## src/rtl/clkdiv_pkg.sv

```systemverilog
package clkdiv_pkg;

   localparam int unsigned MAX_DW = 31;

   // A zero ratio is folded onto 1 (pass-through).
   function automatic int unsigned ratio_floor(input int unsigned r);
      return (r == 0) ? 1 : r;
   endfunction

endpackage

```

## src/rtl/clkdiv_stage.sv

```systemverilog
module clkdiv_stage #(
   parameter int unsigned DW  = 8,
   parameter int unsigned DEF = 2
) (
   input  logic          clk,
   input  logic          rst_n,
   input  logic          wr_en,
   input  logic [DW-1:0] wr_ratio,
   input  logic          step,
   output logic          last,
   output logic          tick,
   output logic [DW-1:0] pend_ratio
);

   localparam logic [DW-1:0] DEF_V = DW'(DEF);
   localparam logic [DW-1:0] ONE_V = DW'(1);

   logic [DW-1:0] cnt_q;
   logic [DW-1:0] act_q;
   logic [DW-1:0] pend_q;
   logic [DW-1:0] next_ratio;

   initial begin
      assert (DEF >= 1 && DEF < (1 << DW))
         else $fatal(1, "clkdiv_stage: DEF out of range");
   end

   assign next_ratio = wr_en ? wr_ratio : pend_q;
   assign last       = (cnt_q == act_q - ONE_V);
   assign tick       = step & last;
   assign pend_ratio = pend_q;

   always_ff @(posedge clk or negedge rst_n) begin
      if (!rst_n) begin
         pend_q <= DEF_V;
      end else if (wr_en) begin
         pend_q <= wr_ratio;
      end
   end

   always_ff @(posedge clk or negedge rst_n) begin
      if (!rst_n) begin
         act_q <= DEF_V;
      end else if (tick) begin
         act_q <= next_ratio;
      end
   end

   always_ff @(posedge clk or negedge rst_n) begin
      if (!rst_n) begin
         cnt_q <= '0;
      end else if (step) begin
         if (last) cnt_q <= '0;
         else      cnt_q <= cnt_q + ONE_V;
      end
   end

   a_r2_cnt_below_ratio: assert property (@(posedge clk) disable iff (!rst_n)
      cnt_q < act_q);
   a_r2_wrap_to_zero: assert property (@(posedge clk) disable iff (!rst_n)
      tick |=> (cnt_q == '0));
   a_r2_hold_without_step: assert property (@(posedge clk) disable iff (!rst_n)
      !step |=> $stable(cnt_q));
   a_r6_ratio_held_mid_period: assert property (@(posedge clk) disable iff (!rst_n)
      !tick |=> $stable(act_q));
   a_r7_ratio_nonzero: assert property (@(posedge clk) disable iff (!rst_n)
      act_q != '0);
   a_r5_unit_ratio_always_last: assert property (@(posedge clk) disable iff (!rst_n)
      (act_q == ONE_V) |-> last);

endmodule

```

## src/rtl/clkdiv_rate_guard.sv

```systemverilog
module clkdiv_rate_guard #(
   parameter int unsigned DW            = 8,
   parameter int unsigned MAIN_PER_SLOW = 7630
) (
   input  logic [DW-1:0] fast_ratio,
   input  logic [DW-1:0] sys_ratio,
   output logic          too_slow
);

   localparam int unsigned PW = 2 * DW + 1;

   logic [PW-1:0] twice_prod;
   logic [63:0]   twice_wide;

   initial begin
      assert (PW <= 64) else $fatal(1, "clkdiv_rate_guard: DW too wide");
      assert (MAIN_PER_SLOW >= 1) else $fatal(1, "clkdiv_rate_guard: bad MAIN_PER_SLOW");
   end

   assign twice_prod = ({{(DW+1){1'b0}}, fast_ratio} * {{(DW+1){1'b0}}, sys_ratio}) << 1;
   assign twice_wide = 64'(twice_prod);
   assign too_slow   = (twice_wide >= 64'(MAIN_PER_SLOW));

endmodule

```

## src/rtl/clkdiv_cascade.sv

```systemverilog
module clkdiv_cascade #(
   parameter int unsigned DW            = 8,
   parameter int unsigned FAST_DEF      = 2,
   parameter int unsigned SYS_DEF       = 2,
   parameter int unsigned MAIN_PER_SLOW = 7630,
   parameter bit          GATE_SUPPORT  = 1'b1
) (
   input  logic          clk,
   input  logic          rst_n,
   input  logic          cfg_we,
   input  logic [DW-1:0] cfg_fast_div,
   input  logic [DW-1:0] cfg_sys_div,
   input  logic          gate_en,
   input  logic          cpu1_off,
   output logic          fast_tick,
   output logic          fast_tick_free,
   output logic          sys_tick,
   output logic          hint,
   output logic          ratio_bad
);

   logic [DW-1:0] fast_wr;
   logic [DW-1:0] sys_wr;
   logic [DW-1:0] fast_pend;
   logic [DW-1:0] sys_pend;
   logic          fast_last;
   logic          sys_last;

   initial begin
      assert (DW >= 1 && DW <= clkdiv_pkg::MAX_DW)
         else $fatal(1, "clkdiv_cascade: DW out of range");
   end

   assign fast_wr = DW'(clkdiv_pkg::ratio_floor(32'(cfg_fast_div)));
   assign sys_wr  = DW'(clkdiv_pkg::ratio_floor(32'(cfg_sys_div)));

   clkdiv_stage #(.DW(DW), .DEF(FAST_DEF)) u_fast (
      .clk        (clk),
      .rst_n      (rst_n),
      .wr_en      (cfg_we),
      .wr_ratio   (fast_wr),
      .step       (1'b1),
      .last       (fast_last),
      .tick       (fast_tick_free),
      .pend_ratio (fast_pend)
   );

   clkdiv_stage #(.DW(DW), .DEF(SYS_DEF)) u_sys (
      .clk        (clk),
      .rst_n      (rst_n),
      .wr_en      (cfg_we),
      .wr_ratio   (sys_wr),
      .step       (fast_tick_free),
      .last       (sys_last),
      .tick       (sys_tick),
      .pend_ratio (sys_pend)
   );

   assign hint = sys_last;

   clkdiv_rate_guard #(.DW(DW), .MAIN_PER_SLOW(MAIN_PER_SLOW)) u_guard (
      .fast_ratio (fast_pend),
      .sys_ratio  (sys_pend),
      .too_slow   (ratio_bad)
   );

   generate
      if (GATE_SUPPORT) begin : g_gate
         logic gating_on;
         assign gating_on = gate_en & cpu1_off;
         assign fast_tick = fast_tick_free & (~gating_on | hint);

         a_r8_gated_at_sys_rate: assert property (@(posedge clk) disable iff (!rst_n)
            (gate_en && cpu1_off && fast_tick) |-> sys_tick);
      end else begin : g_nogate
         logic unused_gate_in;
         assign unused_gate_in = gate_en ^ cpu1_off ^ fast_last;
         assign fast_tick      = fast_tick_free;
      end
   endgenerate

   a_r8_gated_subset: assert property (@(posedge clk) disable iff (!rst_n)
      fast_tick |-> fast_tick_free);
   a_r3_sys_on_fast: assert property (@(posedge clk) disable iff (!rst_n)
      sys_tick |-> fast_tick_free);
   a_r4_hint_falls_after_sys: assert property (@(posedge clk) disable iff (!rst_n)
      $fell(hint) |-> $past(sys_tick));
   a_r4_hint_with_sys: assert property (@(posedge clk) disable iff (!rst_n)
      sys_tick |-> hint);
   a_r9_flag_only_on_write: assert property (@(posedge clk) disable iff (!rst_n)
      !cfg_we |=> $stable(ratio_bad));

endmodule

```

## config.mk

```make
export PLATFORM = sky130hd
export DESIGN_NAME = clkdiv_cascade
export DESIGN_NICKNAME = d
export VERILOG_FILES = /design/src/rtl/clkdiv_pkg.sv /design/src/rtl/clkdiv_stage.sv /design/src/rtl/clkdiv_rate_guard.sv /design/src/rtl/clkdiv_cascade.sv
export SDC_FILE = /design/constraint.sdc
export NUM_CORES = 1
export LEC_CHECK = 0
export ABC_CLOCK_PERIOD_IN_PS = 4470
export BUFFER_PORTS_ARGS = -buffer_cell sky130_fd_sc_hd__buf_2
export CAP_MARGIN = 40
export CORE_MARGIN = 2
export CORE_UTILIZATION = 50
export DETAILED_ROUTE_END_ITERATION = 8
export GPL_TIMING_DRIVEN = 0
export PLACE_DENSITY = 0.7
export SLEW_MARGIN = 20
export SYNTH_ARGS = -nofsm -noshare
export SYNTH_HDL_FRONTEND = slang
export SYNTH_SLANG_ARGS = --single-unit
export TNS_END_PERCENT = 100
```

## constraint.sdc

```tcl
create_clock -name clk -period 4.47 [get_ports clk]
set_clock_uncertainty 0.2 [all_clocks]
set_input_delay 0.447 -clock clk [delete_from_list [all_inputs] [get_ports clk]]
set_output_delay 0.447 -clock clk [all_outputs]
set_load 0.01 [all_outputs]
```

==> out/summary.txt <==
Outcome: finished, violations left
Failing checks: setup timing
Via density: 5.406
Fillers: 749
HP Class: in -> reg
Endpoints failing setup: 1
Clk sinks: 48
Critical path's slowest cell: or4_1
Max incr delay on CP: 0.50 ns
Max Buffers Root-to-Sink: 2
Starting Density: 51.93%
Adder-Cell Fraction of Synth Area: 26.70%
GR met1 Demand/Resource: 25.23%
CP Class: reg -> out
Clock Tree Root: clkbuf_8
Mapped Nets: 565
Worst min-delay path startpoint: cfg_fast_div[6]
R2r setup slk: 1.53 ns
Top cells by count, synth: and2_1 (53), inv_1 (52), dfrtp_1 (44), ha_1 (40), fa_1 (36)
Min-Delay Path Depth: 2
Slew @ Worst Pin: 0.4943 ns
RSZ-0062 raised after global routing: yes
Maximum vdd ir drop: 313.8 µV
Mean area per synthesized cell: 9.772 µm²
DIE AREA: 9927 µm²
WP data arrival: 4.44 ns
Logic gate share of total power: 66.7%
Seq cells post-synth: 48
CTS tree: done
Post-synth top area cell: dfrtp_1
Most common cell in the synthesized netlist: and2_1
Drt initial violations: 89
Power Internal: 1782 µW
WHS Endpoint: u_fast.pend_ratio[6]
Synth top area share: 24.08%
Post-Route WL: 9166 µm
Final Hold Vio Count: 0
Hold slack final: 0.2053 ns
Post-synth EDFFs: 0
Hpwl dp: 7123 µm
Max_slew headroom: 66.74%
Die height: 99.64 µm
DR DRC count: 0
I/O pin total: 26
Area contributors post-synth: dfrtp_1 (24%), fa_1 (16%), ha_1 (11%)
Switching part of the total power: 43.34%
Clock Power Share: 12.1%
Post-route cell area: 5289 µm²
GRT Total Usage: 19.88%
Num CTS Buffers: 5
Initial antenna violation count: 0
Seq. cell area: 1222 µm²
Clock Latency Late Sink: 0.31 ns
Reg2reg end: u_sys.act_q[4]
Worst R2R Start: u_fast.act_q[1]
Ys async rst share: 100.0%
Reg2reg path depth: 9
Dpl cell area: 4933 µm²
Flop pwr share: 21.1%
Core area: 8806 µm²
Mux cell area share after synthesis: 7.059%
Fmax: 196.4 MHz
Place WS: -0.4452 ns
Layout Nets: 618
Share of cells above drive strength 1: 23.95%
Sequential area share after synthesis: 26.37%
Row cnt: 34
Post-synthesis xor/xnor area fraction: 6.129%
Startpoint Class: register
Area of the multi-input gates: 3232 µm²
Min Tclk post-route: 5.091 ns
Htree depth: 2
Main combinational cell family by area after synthesis: adder cells
N_diodes: 0
PnR worst setup slack: -0.6208 ns
Port buffer count: 24
Critical Path End Type: primary output
Cells along the critical path: buf_4 -> and2_1 -> fa_1 -> fa_1 -> fa_1 -> inv_1 -> fa_1 -> inv_2 -> ha_4 -> a21o_1 -> nand3_1 -> nand2_1 -> or4_1 -> o21ai_1 -> nand4_1 -> buf_2
Die extent in x: 99.64 µm
Leakage Power: 0.002553 µW
Vias in the first global route: 3448
Via Count: 3406
Switching power of the nets: 1363 µW
Pwr dens: 594.6 nW/µm²
Slew Limit Fails: 0
DR pass1 iterations: 4
Grt met2 use: 35.34%
Global-route wire length before repair: 15960 µm
Post-Synth Simple-Gate Area: 19.53%
Wirelength per Cell: 14.55 µm
Most used cell, CP: fa_1
Predominant post-synthesis flop cell: dfrtp_1
Met3 GRT Util: 2.249%
Cell variety after synth: 53
Antenna Nets Post-Route: 0
Mapped cell area: 4573 µm²
Max_cap viols: 0
CTS clk-pin slew, worst paths: 0.09 ns
Area added between synthesis and finish: 15.65%
GPL Wtd Cong: 0.8294
Layer with the highest usage: met2
Yosys warnings: 0
Final period utilization: 113.9%
Synth Area in Compound Gates: 8.564%
Worst EP required: 3.82 ns
Largest net degree at the start of global routing: 34
CP Max Fanout: 6
Grt total ovfl: 0
Synth Instances: 468
final cells by class:
| type | instances | area share (%) |
|---|---|---|
| Multi-Input combinational cell | 358 | 61.11 |
| Tap cell | 108 | 2.555 |
| Clock inverter | 3 | 1.301 |
| Inverter | 52 | 3.691 |
| Timing Repair Buffer | 46 | 5.749 |
| Clock buffer | 5 | 1.301 |
| Buffer | 10 | 1.183 |
| Sequential cell | 48 | 23.11 |
worst max-delay path by stage:
stage / start / slack, ns / to / depth (start not counted)
final: u_sys.pend_ratio[5] / -0.62 / ratio_bad / 16
after CTS: u_sys.pend_ratio[3] / -0.63 / ratio_bad / 18
after detailed placement: u_fast.pend_ratio[1] / -0.45 / ratio_bad / 14
after floorplan: u_fast.pend_ratio[7] / -0.05 / ratio_bad / 14
after global placement: u_fast.pend_ratio[1] / -0.40 / ratio_bad / 16
after global routing: u_sys.pend_ratio[3] / -0.83 / ratio_bad / 18
cells by family after synthesis:
logic type,Yosys count
compound gates,63
xor+xnor,32
fa+ha+maj,76
buf+inv,62
flops,48
mux,29
simple gates,158
metrics by stage:
| step | TNS, ns | instances | total power, µW | utilization, % |
|---|---|---|---|---|
| 2_1_floorplan | -0.05082 | 468 | 2241 | - |
| 3_3_place_gp | -0.3994 | 600 | 2553 | 55.80 |
| 3_5_place_dp | -0.4452 | 601 | 2616 | 56.02 |
| 4_1_cts | -0.6278 | 629 | 3135 | 59.80 |
| 5_1_grt | -0.8306 | 630 | 3471 | 60.06 |
| 6_report | -0.6208 | 630 | 3145 | 60.06 |
state kept, by name, summed over array words and instances (netlist names):
signal	count
u_fast.pend_ratio	8
u_fast.act_q	8
u_sys.pend_ratio	8
u_sys.cnt_q	8
u_sys.act_q	8
u_fast.cnt_q	8
cells in the final DEF (no fill, tap or decap), types with 3 or more instances in the layout:
cell	n
nand2_1	23
buf_2	26
dfrtp_1	31
a21o_1	7
mux2i_1	3
nor4_1	9
nor3_1	7
o21ai_0	10
nand4_1	3
o21ai_1	6
dfrtp_2	13
dfstp_2	4
a21oi_1	17
xnor2_1	19
ha_4	4
clkbuf_8	5
buf_4	21
nor2b_1	3
mux2_2	20
fa_1	34
nand3_1	14
ha_1	36
a31oi_1	3
inv_1	47
clkbuf_1	3
mux2_1	6
and3_1	6
nor2_1	21
and2_1	47
and2_4	6
xor2_1	13
buf_6	3
inv_2	5
critical path: cells and delay by family (launching register included):
| kind | cells | cell delay, ns |
|---|---|---|
| flip-flops | 1 | 0.47 |
| buffers and inverters | 4 | 0.39 |
| AO/OA/AOI/OAI | 2 | 0.28 |
| AND/OR/NAND/NOR | 5 | 0.89 |
| adder cells (fa/ha/maj) | 5 | 2.11 |
power by group through the flow:
stage / sequential [µW] / combinational (µW) / clock [µW]
after floorplan: 633 / 1610 / 0
after global placement: 673 / 1880 / 0
after detailed placement: 675 / 1940 / 0
after CTS: 664 / 2090 / 386
after global routing: 681 / 2390 / 404
final: 665 / 2100 / 381
timing repair:
action | in CTS | in global routing
endpoints found under the setup margin | 1 | 1
pin swaps | 17 | 0
gates resized for setup | 23 | 3
endpoints found under the hold margin | 13 | 0
setup buffers | 19 | 1
hold buffers | 1 | 0
routing by layer:
layer  share of wire (%)  wire length (µm)
met5                   0                 0
met4                 1.6               144
met3                 1.9               173
met2                  52              4780
met1                  44              4067
Power figures use the tool's default switching activity.
